===== config.mk =====
export PLATFORM = sky130hd
export DESIGN_NAME = ptp_stamp_latch
export DESIGN_NICKNAME = d
export VERILOG_FILES = /design/src/rtl/ptp_stamp_pkg.sv /design/src/rtl/ptp_rx_qualifier.sv /design/src/rtl/ptp_stamp_slot.sv /design/src/rtl/ptp_stamp_latch.sv
export SDC_FILE = /design/constraint.sdc
export NUM_CORES = 1
export LEC_CHECK = 0
export BUFFER_PORTS_ARGS = -buffer_cell sky130_fd_sc_hd__buf_2
export CAP_MARGIN = 10
export CORE_ASPECT_RATIO = 1.1
export CORE_MARGIN = 5
export CORE_UTILIZATION = 50
export DETAILED_ROUTE_END_ITERATION = 8
export GPL_TIMING_DRIVEN = 1
export PLACE_DENSITY = 0.77
export RECOVER_POWER = 50
export REMOVE_ABC_BUFFERS = 1
export SLEW_MARGIN = 10
export SYNTH_ARGS = -nofsm -noshare
export SYNTH_HDL_FRONTEND = slang
export SYNTH_SLANG_ARGS = --single-unit
export TNS_END_PERCENT = 100

===== constraint.sdc =====
create_clock -name clk -period 4.7 [get_ports clk]
set_input_delay 0.235 -clock clk [delete_from_list [all_inputs] [get_ports clk]]
set_output_delay 0.235 -clock clk [all_outputs]
set_load 0.05 [all_outputs]

===== src/rtl/ptp_stamp_pkg.sv =====
package ptp_stamp_pkg;

    typedef enum logic [1:0] {
        SLOT_OFF   = 2'd0,
        SLOT_ARMED = 2'd1,
        SLOT_HELD  = 2'd2
    } slot_state_t;

    typedef enum logic [1:0] {
        RXM_V1_L4  = 2'd0,
        RXM_V2_EVT = 2'd1,
        RXM_ALL    = 2'd2,
        RXM_NONE   = 2'd3
    } rx_mode_t;

    localparam logic [15:0] PTP_ETHERTYPE  = 16'h88F7;
    localparam logic [15:0] PTP_EVENT_PORT = 16'd319;
    localparam int          DIR_TX         = 0;
    localparam int          DIR_RX         = 1;
    localparam int          NUM_DIR        = 2;

endpackage


===== src/rtl/ptp_rx_qualifier.sv =====
module ptp_rx_qualifier
    import ptp_stamp_pkg::*;
#(
    parameter int PORT_W = 16,
    parameter int FIELD_W = 4
) (
    input  logic               sof,
    input  logic [1:0]         mode,
    input  logic               v1_msg_sel,
    input  logic               l2_en,
    input  logic               l2_ts,
    input  logic               l4_en,
    input  logic               l4_src_chk,
    input  logic [PORT_W-1:0]  ethertype,
    input  logic               is_udp,
    input  logic [PORT_W-1:0]  dst_port,
    input  logic [PORT_W-1:0]  src_port,
    input  logic [FIELD_W-1:0] ptp_ver,
    input  logic [FIELD_W-1:0] msg_type,
    output logic               hit
);
    localparam logic [FIELD_W-1:0] VER_ONE = FIELD_W'(1);
    localparam logic [FIELD_W-1:0] VER_TWO = FIELD_W'(2);
    localparam logic [FIELD_W-1:0] V2_EVT_LIMIT = FIELD_W'(4);

    logic l2_match;
    logic l4_match;
    logic v1_event;
    logic v2_event;
    logic sel_match;

    always_comb begin
        l2_match = l2_en && l2_ts && (ethertype == PTP_ETHERTYPE);
        l4_match = l4_en && is_udp && (dst_port == PTP_EVENT_PORT)
                   && (!l4_src_chk || (src_port == PTP_EVENT_PORT));
        v1_event = (ptp_ver == VER_ONE) && (msg_type == FIELD_W'(v1_msg_sel));
        v2_event = (ptp_ver == VER_TWO) && (msg_type < V2_EVT_LIMIT);
        unique case (rx_mode_t'(mode))
            RXM_V1_L4:  sel_match = l4_match && v1_event;
            RXM_V2_EVT: sel_match = (l2_match || l4_match) && v2_event;
            RXM_ALL:    sel_match = 1'b1;
            RXM_NONE:   sel_match = 1'b0;
            default:    sel_match = 1'b0;
        endcase
        hit = sof && sel_match;
    end

endmodule


===== src/rtl/ptp_stamp_slot.sv =====
module ptp_stamp_slot
    import ptp_stamp_pkg::*;
#(
    parameter int TS_W = 64
) (
    input  logic            clk,
    input  logic            rst_n,
    input  logic            en,
    input  logic            hit,
    input  logic            release_i,
    input  logic [TS_W-1:0] time_i,
    output logic            valid_o,
    output logic [TS_W-1:0] cap_o
);
    slot_state_t state_q;
    slot_state_t state_d;
    logic        take;

    always_ff @(posedge clk or negedge rst_n) begin
        if (!rst_n) state_q <= SLOT_OFF;
        else        state_q <= state_d;
    end

    always_comb begin
        state_d = state_q;
        unique case (state_q)
            SLOT_OFF:   if (en) state_d = SLOT_ARMED;
            SLOT_ARMED: begin
                if (!en)      state_d = SLOT_OFF;
                else if (hit) state_d = SLOT_HELD;
            end
            SLOT_HELD: begin
                if (!en)            state_d = SLOT_OFF;
                else if (release_i) state_d = SLOT_ARMED;
            end
            default:    state_d = SLOT_OFF;
        endcase
    end

    always_comb begin
        valid_o = (state_q == SLOT_HELD);
        take    = (state_q == SLOT_ARMED) && en && hit;
    end

    always_ff @(posedge clk or negedge rst_n) begin
        if (!rst_n)    cap_o <= '0;
        else if (take) cap_o <= time_i;
    end

endmodule


===== src/rtl/ptp_stamp_latch.sv =====
module ptp_stamp_latch
    import ptp_stamp_pkg::*;
#(
    parameter int WORD_W = 32,
    parameter int PORT_W = 16,
    parameter int FIELD_W = 4
) (
    input  logic                clk,
    input  logic                rst_n,
    input  logic [2*WORD_W-1:0] time_now,
    input  logic                tx_en,
    input  logic                rx_en,
    input  logic [1:0]          rx_mode,
    input  logic                v1_msg_sel,
    input  logic                l2_filt_en,
    input  logic                l2_filt_ts,
    input  logic                l4_filt_en,
    input  logic                l4_src_chk,
    input  logic                tx_sof,
    input  logic                tx_stamp_req,
    input  logic                rx_sof,
    input  logic [PORT_W-1:0]   rx_ethertype,
    input  logic                rx_is_udp,
    input  logic [PORT_W-1:0]   rx_dst_port,
    input  logic [PORT_W-1:0]   rx_src_port,
    input  logic [FIELD_W-1:0]  rx_ptp_ver,
    input  logic [FIELD_W-1:0]  rx_msg_type,
    input  logic                rd_en,
    input  logic [1:0]          rd_sel,
    output logic [WORD_W-1:0]   rd_data,
    output logic                tx_valid,
    output logic                rx_valid
);
    localparam int TS_W = 2 * WORD_W;

    logic              rx_hit;
    logic              tx_hit;
    logic [NUM_DIR-1:0] dir_en;
    logic [NUM_DIR-1:0] dir_hit;
    logic [NUM_DIR-1:0] dir_rel;
    logic [NUM_DIR-1:0] dir_valid;
    logic [TS_W-1:0]    dir_cap [NUM_DIR];
    logic [TS_W-1:0]    tx_cap;
    logic [TS_W-1:0]    rx_cap;
    logic [TS_W-1:0]    sel_cap;

    ptp_rx_qualifier #(.PORT_W(PORT_W), .FIELD_W(FIELD_W)) i_rx_qual (
        .sof        (rx_sof),
        .mode       (rx_mode),
        .v1_msg_sel (v1_msg_sel),
        .l2_en      (l2_filt_en),
        .l2_ts      (l2_filt_ts),
        .l4_en      (l4_filt_en),
        .l4_src_chk (l4_src_chk),
        .ethertype  (rx_ethertype),
        .is_udp     (rx_is_udp),
        .dst_port   (rx_dst_port),
        .src_port   (rx_src_port),
        .ptp_ver    (rx_ptp_ver),
        .msg_type   (rx_msg_type),
        .hit        (rx_hit)
    );

    always_comb begin
        tx_hit          = tx_sof && tx_stamp_req;
        dir_en[DIR_TX]  = tx_en;
        dir_en[DIR_RX]  = rx_en;
        dir_hit[DIR_TX] = tx_hit;
        dir_hit[DIR_RX] = rx_hit;
    end

    for (genvar d = 0; d < NUM_DIR; d++) begin : g_slot
        assign dir_rel[d] = rd_en && rd_sel[0] && (rd_sel[1] == 1'(d));
        ptp_stamp_slot #(.TS_W(TS_W)) i_slot (
            .clk       (clk),
            .rst_n     (rst_n),
            .en        (dir_en[d]),
            .hit       (dir_hit[d]),
            .release_i (dir_rel[d]),
            .time_i    (time_now),
            .valid_o   (dir_valid[d]),
            .cap_o     (dir_cap[d])
        );
    end

    always_comb begin
        tx_cap   = dir_cap[DIR_TX];
        rx_cap   = dir_cap[DIR_RX];
        tx_valid = dir_valid[DIR_TX];
        rx_valid = dir_valid[DIR_RX];
        sel_cap  = rd_sel[1] ? rx_cap : tx_cap;
        rd_data  = rd_sel[0] ? sel_cap[WORD_W +: WORD_W] : sel_cap[0 +: WORD_W];
    end

endmodule


* Word level (Yosys, flattened, before mapping) *
Index checks and enable logic that the tools add are counted.

storage, ports and cells
  output and inout port bits = 34
  word-level logic and storage cells = 66
  register bits = 132
  bits of input ports = 138

cells by class
  order comparisons = 1
  reductions and logical operators = 26
  equality and inequality tests = 19
  bitwise gates (word level) = 1
  multiplexer cells = 15

operator list
  kind                                                   number
  two-way mux 64 bit                                     1
  equality test 16 x 9 -> 1 bit (second input constant)  2
  two-way mux 32 bit                                     1
  two-way mux 2 bit                                      10
  logical AND 1 bit                                      18
  equality test 16 bit (second input constant)           1
  != test 3 x 2 -> 1 bit (second input constant)         4
  case mux 2 bit (3 select lines)                        2
  equality test 2 bit (second input constant)            4
  equality test 2 x 1 -> 1 bit (second input constant)   3
  logical NOT 2 bit                                      3
  AND reduction 3 bit                                    2
  equality test 4 x 1 -> 1 bit                           1
  equality test 4 x 1 -> 1 bit (second input constant)   1
  equality test 4 x 2 -> 1 bit (second input constant)   1
  < comparator 4 x 3 -> 1 bit (second input constant)    1
  != test 2 bit (second input constant)                  2
  case mux 1 bit (4 select lines)                        1
  logical OR 1 bit                                       2
  logical NOT 1 bit                                      1
  inverter 1 bit                                         1

* Logic depth before layout (Yosys ltp) *
Gate-level depths: netlist of the first run.

  depth in word-level cells = 10
  depth in mapped cells = 8

* Modules after synthesis *
Synthesis of the first run repeated with hierarchy kept, for this count alone.

second synthesis, totals
  cell total of the unflattened synthesis = 361
  area total of the unflattened synthesis = 6,643.9 um^2

modules (own cells, without submodules)
  module            seq. area each (um^2)  cells an instance  area each (um^2)  times used
  ptp_stamp_slot    1,651.6                145                2,791.4           2
  ptp_stamp_latch   0.0                    43                 839.6             1
  ptp_rx_qualifier  0.0                    28                 221.5             1

* Least setup slack after synthesis of the first run *
No wires, ideal clock.

  path type = input -> register
  start = input port rx_src_port[9]
  end = register g_slot[1].i_slot.cap_o[15]
  cell stages on the path = 8
  buffers on the path = 2
  arrival time = 2,113 ps
  data required time = 4,575 ps
  slack = 2,462 ps
  cell sequence = or4b_1 o41ai_2 nand4_1 a21oi_1 o21ai_1 buf_6 buf_6 mux2_4

on the way
  longest elaborated chain between the ends = 8
  elaborated cells between the ends (all ways) = 9
  classes of those cells = 1 x eq/ne; 1 x mux; 7 x reduce/logical

RTL lines
  element                              line                    RTL
  from (decl)                          ptp_stamp_latch.sv:25   input logic [PORT_W-1:0] rx_src_port,
  equality test 16 x 9 -> 1 bit (*)    ptp_rx_qualifier.sv:35  && (!l4_src_chk || (src_port == PTP_EVENT_PORT));
  logical OR 1 bit (*)                 ptp_rx_qualifier.sv:35
  logical AND 1 bit (*)                ptp_rx_qualifier.sv:35
  logical OR 1 bit                     ptp_rx_qualifier.sv:40  RXM_V2_EVT: sel_match = (l2_match || l4_match) && v2_event;
  logical AND 1 bit                    ptp_rx_qualifier.sv:40
  case mux 1 bit (4 select lines) (*)  ptp_rx_qualifier.sv:38  unique case (rx_mode_t'(mode))
  logical AND 1 bit (*)                ptp_rx_qualifier.sv:45  hit = sof && sel_match;
  logical AND 1 bit (*)                ptp_stamp_slot.sv:42    take = (state_q == SLOT_ARMED) && en && hit;
  to (signal assigned)                 ptp_stamp_slot.sv:47    else if (take) cap_o <= time_i;
  to (decl)                            ptp_stamp_slot.sv:13    output logic [TS_W-1:0] cap_o

Mark *: on every way between the ends. The rest lies on a longest branch, timed or not.
A chain may end at the register's enable or synchronous reset.

* Worst setup path after layout of the first run *
  start = input port rd_sel[0]
  end = output port rd_data[3]

on the way
  longest elaborated chain between the ends = 1

RTL lines
  element             line                   RTL
  from (decl)         ptp_stamp_latch.sv:29  input logic [1:0] rd_sel,
  two-way mux 32 bit  ptp_stamp_latch.sv:92  rd_data = rd_sel[0] ? sel_cap[WORD_W +: WORD_W] : sel_cap[0 +: WORD_W];
  to (decl)           ptp_stamp_latch.sv:30  output logic [WORD_W-1:0] rd_data,

Every way passes these cells.

==> results of run 1 <==
[what timing repair did]
item	4_1_cts	5_1_grt
resized for setup	0	0
setup endpoints to repair	0	0
hold endpoints to repair	72	0
hold buffers	1	0
[how the worst min path moves through the flow]
stage	start	end	slack, ns	depth (start not counted)
finish	time_now[33]	g_slot[1].i_slot.cap_o[33]$_DFFE_PN0P_	0.06	2
detailed placement	rst_n	g_slot[1].i_slot.cap_o[18]$_DFFE_PN0P_	0.28	1
global placement	rst_n	g_slot[1].i_slot.cap_o[18]$_DFFE_PN0P_	0.27	1
CTS	time_now[33]	g_slot[1].i_slot.cap_o[33]$_DFFE_PN0P_	0.04	2
floorplan	rst_n	g_slot[0].i_slot.cap_o[0]$_DFFE_PN0P_	-0.06	0
global route	time_now[53]	g_slot[1].i_slot.cap_o[53]$_DFFE_PN0P_	0.04	2
[cell usage in the layout (no fill, tap or decap), types with 2 or more instances in the layout]
| cell type | count |
|---|---|
| sky130_fd_sc_hd__clkbuf_1 | 3 |
| sky130_fd_sc_hd__nand2_1 | 3 |
| sky130_fd_sc_hd__o211ai_1 | 2 |
| sky130_fd_sc_hd__o21ai_0 | 2 |
| sky130_fd_sc_hd__nor4_1 | 2 |
| sky130_fd_sc_hd__nor2_1 | 2 |
| sky130_fd_sc_hd__nand3_1 | 4 |
| sky130_fd_sc_hd__nand4b_1 | 3 |
| sky130_fd_sc_hd__mux2_4 | 49 |
| sky130_fd_sc_hd__buf_2 | 167 |
| sky130_fd_sc_hd__nand4_1 | 6 |
| sky130_fd_sc_hd__mux2_2 | 79 |
| sky130_fd_sc_hd__and3_1 | 2 |
| sky130_fd_sc_hd__buf_4 | 3 |
| sky130_fd_sc_hd__dfrtp_1 | 132 |
| sky130_fd_sc_hd__bufinv_16 | 5 |
| sky130_fd_sc_hd__clkinvlp_4 | 4 |
| sky130_fd_sc_hd__nor3b_1 | 2 |
| sky130_fd_sc_hd__mux4_2 | 32 |
| sky130_fd_sc_hd__or4_1 | 2 |
| sky130_fd_sc_hd__clkbuf_16 | 17 |
| sky130_fd_sc_hd__nor2b_1 | 2 |
| sky130_fd_sc_hd__clkinv_2 | 4 |
| sky130_fd_sc_hd__a21oi_1 | 2 |
[power by group]
part / total, mW / internal (mW) / switching (mW) / leakage [nW]
logic: 0.970 / 0.484 / 0.486 / 1.79
clock network: 1.44 / 0.950 / 0.487 / 0.308
registers: 1.56 / 1.42 / 0.147 / 1.61
total: 3.97 / 2.85 / 1.12 / 3.71
[cells by family (layout without fill, tap and decap cells)]
family | Yosys count | in the layout | share of synthesized area [%]
XOR/XNOR | 1 | 1 | 0.144
AO/OA/AOI/OAI | 9 | 9 | 1.05
multiplexers | 160 | 160 | 38.6
buffers and inverters | 22 | 209 | 2.12
flip-flops | 132 | 132 | 54.3
AND/OR/NAND/NOR | 36 | 36 | 3.83
other | 0 | 1 | 0
[synthesized netlist by cell type]
master	count
sky130_fd_sc_hd__a21o_1	1
sky130_fd_sc_hd__a21oi_1	2
sky130_fd_sc_hd__and3_1	2
sky130_fd_sc_hd__and4_1	1
sky130_fd_sc_hd__and4b_1	1
sky130_fd_sc_hd__buf_1	3
sky130_fd_sc_hd__buf_2	1
sky130_fd_sc_hd__buf_6	6
sky130_fd_sc_hd__clkbuf_1	11
sky130_fd_sc_hd__dfrtp_1	132
sky130_fd_sc_hd__inv_1	1
sky130_fd_sc_hd__mux2_2	79
sky130_fd_sc_hd__mux2_4	49
sky130_fd_sc_hd__mux4_2	32
sky130_fd_sc_hd__nand2_1	3
sky130_fd_sc_hd__nand2b_1	1
sky130_fd_sc_hd__nand3_1	4
sky130_fd_sc_hd__nand4_1	6
sky130_fd_sc_hd__nand4b_1	3
sky130_fd_sc_hd__nor2_1	3
sky130_fd_sc_hd__nor2b_1	2
sky130_fd_sc_hd__nor3_1	1
sky130_fd_sc_hd__nor3b_1	2
sky130_fd_sc_hd__nor4_1	2
sky130_fd_sc_hd__nor4b_1	1
sky130_fd_sc_hd__o211ai_1	2
sky130_fd_sc_hd__o21ai_0	2
sky130_fd_sc_hd__o21ai_1	1
sky130_fd_sc_hd__o41ai_2	1
sky130_fd_sc_hd__or4_1	2
sky130_fd_sc_hd__or4b_1	1
sky130_fd_sc_hd__or4b_2	1
sky130_fd_sc_hd__xnor2_1	1
[worst register-to-register path, delay by kind of cell (launching register included)]
family	cells	cell delay [ns]
buffers and inverters	1	0.57
multiplexers	1	0.41
AND/OR/NAND/NOR	2	0.90
flip-flops	1	0.37
[metrics by stage]
| step | instances | utilization, % | hold slack, ns |
|---|---|---|---|
| after global placement | 668 | 58.9 | 0.270 |
| after floorplan | 339 | - | -0.0606 |
| after CTS | 701 | 64.4 | 0.0369 |
| after global routing | 702 | 64.4 | 0.0427 |
| final | 702 | 64.4 | 0.0579 |
| after detailed placement | 668 | 58.9 | 0.279 |
[per-layer routing]
metal | vias up | routed length (um) | GRT usage [%]
li1 | 1721 | - | -
met1 | 1959 | 5330 | 23.7
met4 | 2 | 257 | 8.15
met3 | 24 | 1100 | 5.95
met2 | 148 | 6860 | 32.8
met5 | - | 7 | 0
[layout make-up]
| type | instances | area share, % |
|---|---|---|
| flip-flops and latches | 132 | 42.8 |
| diodes | 1 | 0.0324 |
| inverters | 1 | 0.0486 |
| clock inverters | 14 | 2.71 |
| well taps | 154 | 2.50 |
| clock buffers | 18 | 5.69 |
| repair buffers | 176 | 11.6 |
| multi-input cells | 206 | 34.6 |
[registers in the layout, indices dropped and copies added (netlist names)]
register               cells
g_slot.i_slot.state_q      4
g_slot.i_slot.cap_o      128
==> metrics.md, run 1 <==
| Metric | Value |
|---|---|
| Status | finished with violations |
| Failing checks | max-capacitance violations, max-slew violations |
| Buffers on Ports | 171 |
| Initial antenna violation count | 2 |
| Post-detailed-placement half-perimeter wirelength | 9320 um |
| Startpoint of the worst-slack reg-to-reg timing path | g_slot[0].i_slot.state_q[0]$_DFFE_PN0P_ |
| Setup crit end | rd_data[3] |
| Initial core utilization | 50.8% |
| Area enclosed by the die boundary | 14500 sq um |
| Top delay family on crit path | buffers and inverters |
| Critical path arrival | 2.65 ns |
| Sequential standard cell area | 3300 sq um |
| Leakage power of the design | 3.71 nW |
| Avg Inst Size Synth | 16.9 sq um |
| Worst ir drop on vdd | 270 uV |
| Hold crit path type | primary input to register |
| Number of failing hold endpoints at the final stage | 0 |
| Sequential fraction of the synthesis area | 54.3% |
| Crit path from | rd_sel[0] |
| Syn Inst Count | 360 |
| Wire length of the first global-routing pass | 21900 um |
| Synthesis-stage register bit count | 132 |
| Yosys warns | 0 |
| Residual overflow from global routing | 0 |
| Final Routed Wirelength | 13600 um |
| Worst Setup Start Kind | primary input |
| Number of ports placed on the die boundary | 172 |
| Multi-input gate area | 2670 sq um |
| Number of global-route vias before repair | 4333 |
| Synth area leaders | sky130_fd_sc_hd__dfrtp_1 (54%), sky130_fd_sc_hd__mux2_2 (15%), sky130_fd_sc_hd__mux2_4 (12%), sky130_fd_sc_hd__mux4_2 (12%), sky130_fd_sc_hd__buf_6 (1.1%) |
| Count of different cell masters after synthesis | 33 |
| Total Negative Setup Slacks | 0 ns |
| Via density | 5.49 |
| Drt pass-1 iters | 4 |
| Worst-case clock buffer depth | 2 |
| Total routing resource utilization after global routing | 19.7% |
| Pins over their slew limit | 35 |
| Minimum setup slack after placement | 1.75 ns |
| Clock buffer count from CTS | 17 |
| Reg2reg setup slack | 2.34 ns |
| Timing-limited maximum frequency | 347 MHz |
| Placeable Area | 12000 sq um |
| Relative max-transition margin | -51.5% |
| CTS H-tree depth | 4 |
| Routed via count | 3854 |
| Setup bufs post-CTS | 0 |
| R2r endpoint | g_slot[0].i_slot.cap_o[26]$_DFFE_PN0P_ |
| Count of cell instances traversed by the critical path | 3 |
| Clock transition at the registers of the reported paths | 0.06 ns |
| Unrepaired setup endpoints after global routing | false |
| Detailed-route wire length per cell | 19.3 um |
| Final clock period utilization by the worst path | 61.4% |
| CP Max Fanout | 34 |
| Power per cell area | 515 nW/um^2 |
| Iteration-0 DRC count of the detailed router | 130 |
| Total buffers and inverters traversed by the critical path | 2 |
| Area of all placed cells without fillers | 7720 sq um |
| Slowest stage cell on the critical path | sky130_fd_sc_hd__clkbuf_1 |
| Final worst clock skew | 0.00701 ns |
| Critical Path RT | 4.47 ns |
| Standard-cell rows | 42 |
| Critical path class | primary input to primary output |
| Placed Instance Area | 7060 sq um |
| Die Wd | 115 um |
| Maximum number of pins on one net before global-route repair | 74 |
| Share of cells above drive strength 1 | 67.3% |
| Endpoint type of the worst setup path | primary output |
| Worst skew pair latency | 0.42 ns |
| TritonCTS Sinks | 132 |
| Max Cap Violations | 1 |
| Layout overhead on the synthesized area | 26.8% |
| Power after layout | 3.97 mW |
| DIE HEIGHT | 126 um |
| Transition time of the tightest slew-check pin | 2.27 ns |
| Setup-violating endpoint count in the final report | 0 |
| Post-DRT Antenna Nets | 0 |
| Cell depth of the worst flop-to-flop path | 4 |
| Biggest cell delay along the critical path | 1.59 ns |
| GP Congestion | 0.758 |
| Post-layout minimum cycle time | 2.88 ns |
| TritonCTS clock tree | done |
| Clock tree root driver cell | sky130_fd_sc_hd__clkbuf_16 |
| Biggest area consumer among synthesized cells | sky130_fd_sc_hd__dfrtp_1 |
| FILL cells | 881 |
| Final worst setup slack | 1.82 ns |
| Remaining routing DRC violations | 0 |
| NumNets Final | 672 |
| Total standard cell area after synthesis | 6080 sq um |
| Crit-path cells | clkbuf_1 -> mux4_2 -> buf_2 |
| Share of the synthesized area in the top cell type | 54.3% |
No activity file was read; power rests on OpenSTA's default activity.
==> inputs of run 2 (changes only) <==
--- a/config.mk
+++ b/config.mk
@@ -9,10 +9,10 @@
 export CAP_MARGIN = 10
 export CORE_ASPECT_RATIO = 1.1
 export CORE_MARGIN = 5
-export CORE_UTILIZATION = 50
+export CORE_UTILIZATION = 47
 export DETAILED_ROUTE_END_ITERATION = 8
 export GPL_TIMING_DRIVEN = 1
-export PLACE_DENSITY = 0.77
+export PLACE_DENSITY = 0.76
 export RECOVER_POWER = 50
 export REMOVE_ABC_BUFFERS = 1
 export SLEW_MARGIN = 10
==> constraint.sdc (replaced) <==
create_clock -name clk -period 2.5 [get_ports clk]
set_input_delay 0.125 -clock clk [delete_from_list [all_inputs] [get_ports clk]]
set_output_delay 0.125 -clock clk [all_outputs]
set_load 0.05 [all_outputs]
==> run 2 against run 1 <==
Against the previous run:
- the flow now finishes without violations
- sequential power grew 88%
- wire length up 5.8%
- cell count is 10% higher
- setup slack got worse by 1.3 ns
- global-route usage is essentially flat
- design area increased by 8.3%
- power up 79%
- critical path depth rose by 3
- first-iteration DRC count shrank 19%
- utilization rose by 1.7 points
- via count up 7.0%
- highest routed layer unchanged
==> metrics.md, run 2 (same netlist as run 1, synthesis figures left out) <==
| Metric | Value |
|---|---|
| Status | completed |
| Setup crit end | g_slot[0].i_slot.cap_o[1]$_DFFE_PN0P_ |
| Number of global-route vias before repair | 4724 (+9.0%) |
| Max Cap Violations | 0 (-1) |
| R2r endpoint | g_slot[0].i_slot.cap_o[1]$_DFFE_PN0P_ |
| Final clock period utilization by the worst path | 81.0% |
| DIE HEIGHT | 129 um (+2.9%) |
| Share of cells above drive strength 1 | 59.5% (-7.8 points) |
| Endpoint type of the worst setup path | register |
| Power per cell area | 851 nW/um^2 (+65%) |
| Setup-violating endpoint count in the final report | 0 (unchanged) |
| Biggest cell delay along the critical path | 0.75 ns (-0.84 ns) |
| Hold crit path type | primary input to register |
| TritonCTS Sinks | 132 (unchanged) |
| Startpoint of the worst-slack reg-to-reg timing path | g_slot[0].i_slot.state_q[0]$_DFFE_PN0P_ |
| Leakage power of the design | 3.98 nW (+7.5%) |
| Routed via count | 4122 (+7.0%) |
| Clock buffer count from CTS | 17 (unchanged) |
| Layout overhead on the synthesized area | 37.3% |
| Total routing resource utilization after global routing | 19.7% (about the same) |
| Transition time of the tightest slew-check pin | 1.01 ns (-1.26 ns) |
| Post-detailed-placement half-perimeter wirelength | 9720 um (+4.4%) |
| Worst Setup Start Kind | primary input |
| Die Wd | 118 um (+2.9%) |
| Area enclosed by the die boundary | 15300 sq um (+5.8%) |
| Standard-cell rows | 43 (+2.4%) |
| Worst skew pair latency | 0.41 ns (about the same) |
| Cell depth of the worst flop-to-flop path | 4 (unchanged) |
| Switching power summed over all nets | 2.05 mW (+83%) |
| Slowest stage cell on the critical path | sky130_fd_sc_hd__clkbuf_4 |
| Residual overflow from global routing | 0 (unchanged) |
| Relative max-transition margin | 32.8% (+84 points) |
| Clock transition at the registers of the reported paths | 0.05 ns (about the same) |
| FILL cells | 903 (+2.5%) |
| Area of all placed cells without fillers | 8350 sq um (+8.3%) |
| Timing-limited maximum frequency | 494 MHz |
| Final worst clock skew | 0.00352 ns (-0.00349 ns) |
| Critical path class | primary input to register |
| Detailed-route wire length per cell | 18.6 um (-3.8%) |
| CP Max Fanout | 64 (+88%) |
| Placed Instance Area | 7160 sq um (+1.4%) |
| Crit path from | tx_en |
| Pins over their slew limit | 0 (-100%) |
| Clock group share of total power | 31.5% (-4.7 points) |
| Remaining routing DRC violations | 0 (unchanged) |
| Flip-flop count of the largest register, all copies and words added | 128 (unchanged) |
| Reg2reg setup slack | 0.49 ns (-1.85 ns) |
| Buffers on Ports | 171 (unchanged) |
| Final Routed Wirelength | 14300 um (+5.8%) |
| Placeable Area | 12600 sq um (+5.5%) |
| Worst-case clock buffer depth | 2 (unchanged) |
| NumNets Final | 741 (+10%) |
| Critical path arrival | 2.31 ns (-0.34 ns) |
| Final Util | 66.1% (+1.7 points) |
| Initial core utilization | 48.1% (-2.7 points) |
| Crit-path cells | dlygate4sd3_1 -> buf_2 -> nand4_1 -> nor2_4 -> clkbuf_4 -> mux2_2 |
| Initial antenna violation count | 1 (-1) |
| Iteration-0 DRC count of the detailed router | 105 (-19%) |
| Unrepaired setup endpoints after global routing | false |
| Maximum number of pins on one net before global-route repair | 75 (+1.4%) |
| TritonCTS clock tree | done |
| Number of ports placed on the die boundary | 172 (unchanged) |
| Leading cell type in the layout, fill and taps excluded | sky130_fd_sc_hd__buf_2 |
| Register share of total power | 41.3% (+1.9 points) |
| Via density | 5.34 (-2.7%) |
| Int Power | 5.06 mW (+78%) |
| GP Congestion | 0.843 (+11%) |
| Worst ir drop on vdd | 531 uV (+96%) |
| Wire length of the first global-routing pass | 23700 um (+8.6%) |
| Comb power frac | 27.2% (+2.8 points) |
| Critical Path RT | 2.79 ns (-1.68 ns) |
| Most used cells in the layout excluding fill and tap cells | sky130_fd_sc_hd__buf_2 (168), sky130_fd_sc_hd__dfrtp_1 (132), sky130_fd_sc_hd__mux2_2 (79) |
| Total Negative Setup Slacks | 0 ns (unchanged) |
| Post-layout minimum cycle time | 2.03 ns |
| Drt pass-1 iters | 4 (unchanged) |
| Critical hold path startpoint | rd_en |
| Switching share of power | 28.8% (+0.63 points) |
| CTS H-tree depth | 4 (unchanged) |
| Post-DRT Antenna Nets | 0 (unchanged) |
| Number of failing hold endpoints at the final stage | 0 (unchanged) |
| Largest Register | g_slot.i_slot.cap_o |
| Biggest regs | g_slot.i_slot.cap_o: 128 flops, g_slot.i_slot.state_q: 4 flops |
| Clock tree root driver cell | sky130_fd_sc_hd__clkbuf_16 |
| Ant diodes | 0 (-1) |
[run 2: cell count changes in the layout (fill, tap and decap cells not counted), moves of 2 or more]
cell | before | now
sky130_fd_sc_hd__clkbuf_1 | 3 | 7
sky130_fd_sc_hd__dlygate4sd3_1 | 1 | 67
sky130_fd_sc_hd__buf_4 | 3 | 1
sky130_fd_sc_hd__buf_12 | 0 | 5
sky130_fd_sc_hd__bufinv_16 | 5 | 0
sky130_fd_sc_hd__clkbuf_8 | 1 | 6
sky130_fd_sc_hd__clkinvlp_4 | 4 | 0
[run 2: how the worst min path moves through the flow]
stage,to,cells past startpoint
after floorplan,g_slot[0].i_slot.cap_o[0]$_DFFE_PN0P_,0
after global placement,g_slot[0].i_slot.cap_o[42]$_DFFE_PN0P_,1
after detailed placement,g_slot[0].i_slot.cap_o[42]$_DFFE_PN0P_,1
after CTS,g_slot[1].i_slot.state_q[1]$_DFFE_PN0P_,4
after global routing,g_slot[1].i_slot.state_q[0]$_DFFE_PN0P_,3
final,g_slot[1].i_slot.state_q[1]$_DFFE_PN0P_,4
[run 2: repair_timing]
item,in CTS,in global routing
setup buffers,0,0
hold buffers,67,0
hold endpoints to repair,222,0
resized for setup,0,0
[run 2: cell type report]
type | instances | area [sq um] | area share [%]
clock buffers | 27 | 523 | 6.26
inverters | 1 | 3.75 | 0.0449
repair buffers | 245 | 1640 | 19.6
flip-flops and latches | 132 | 3300 | 39.5
multi-input cells | 206 | 2670 | 32.0
well taps | 157 | 196 | 2.35
clock inverters | 4 | 20.0 | 0.240
[run 2: routing by layer]
layer / vias up / global-route usage (%) / wire length [um]
met2: 169 / 34.7 / 7250
met1: 2074 / 22.3 / 5720
met5: - / 0 / 13
met4: 2 / 6.87 / 238
li1: 1850 / - / -
met3: 27 / 7.03 / 1120
[run 2: power by group through the flow]
stage,registers [mW],logic [mW],clock network (mW)
5_1_grt,3.00,2.06,2.39
4_1_cts,2.94,1.95,2.30
2_1_floorplan,2.86,1.47,0
3_5_place_dp,2.97,1.86,0
3_3_place_gp,2.92,1.81,0
6_report,2.94,1.93,2.24
[run 2: through the flow]
| step | setup WS, ns | std cells | power (mW) | hold WS, ns |
|---|---|---|---|---|
| after floorplan | -2.93 | 339 | 4.33 | -0.171 |
| after global placement | 0.121 | 674 | 4.73 | 0.00570 |
| after detailed placement | 0.100 | 674 | 4.83 | 0.00965 |
| after CTS | 0.534 | 772 | 7.19 | 0.0700 |
| after global routing | 0.386 | 772 | 7.45 | 0.100 |
| final | 0.475 | 772 | 7.11 | 0.0867 |
[run 2: critical path: cells and delay by family]
kind / cells / cell delay [ns]
buffers and inverters: 3 / 1.41
multiplexers: 1 / 0.42
AND/OR/NAND/NOR: 2 / 0.28
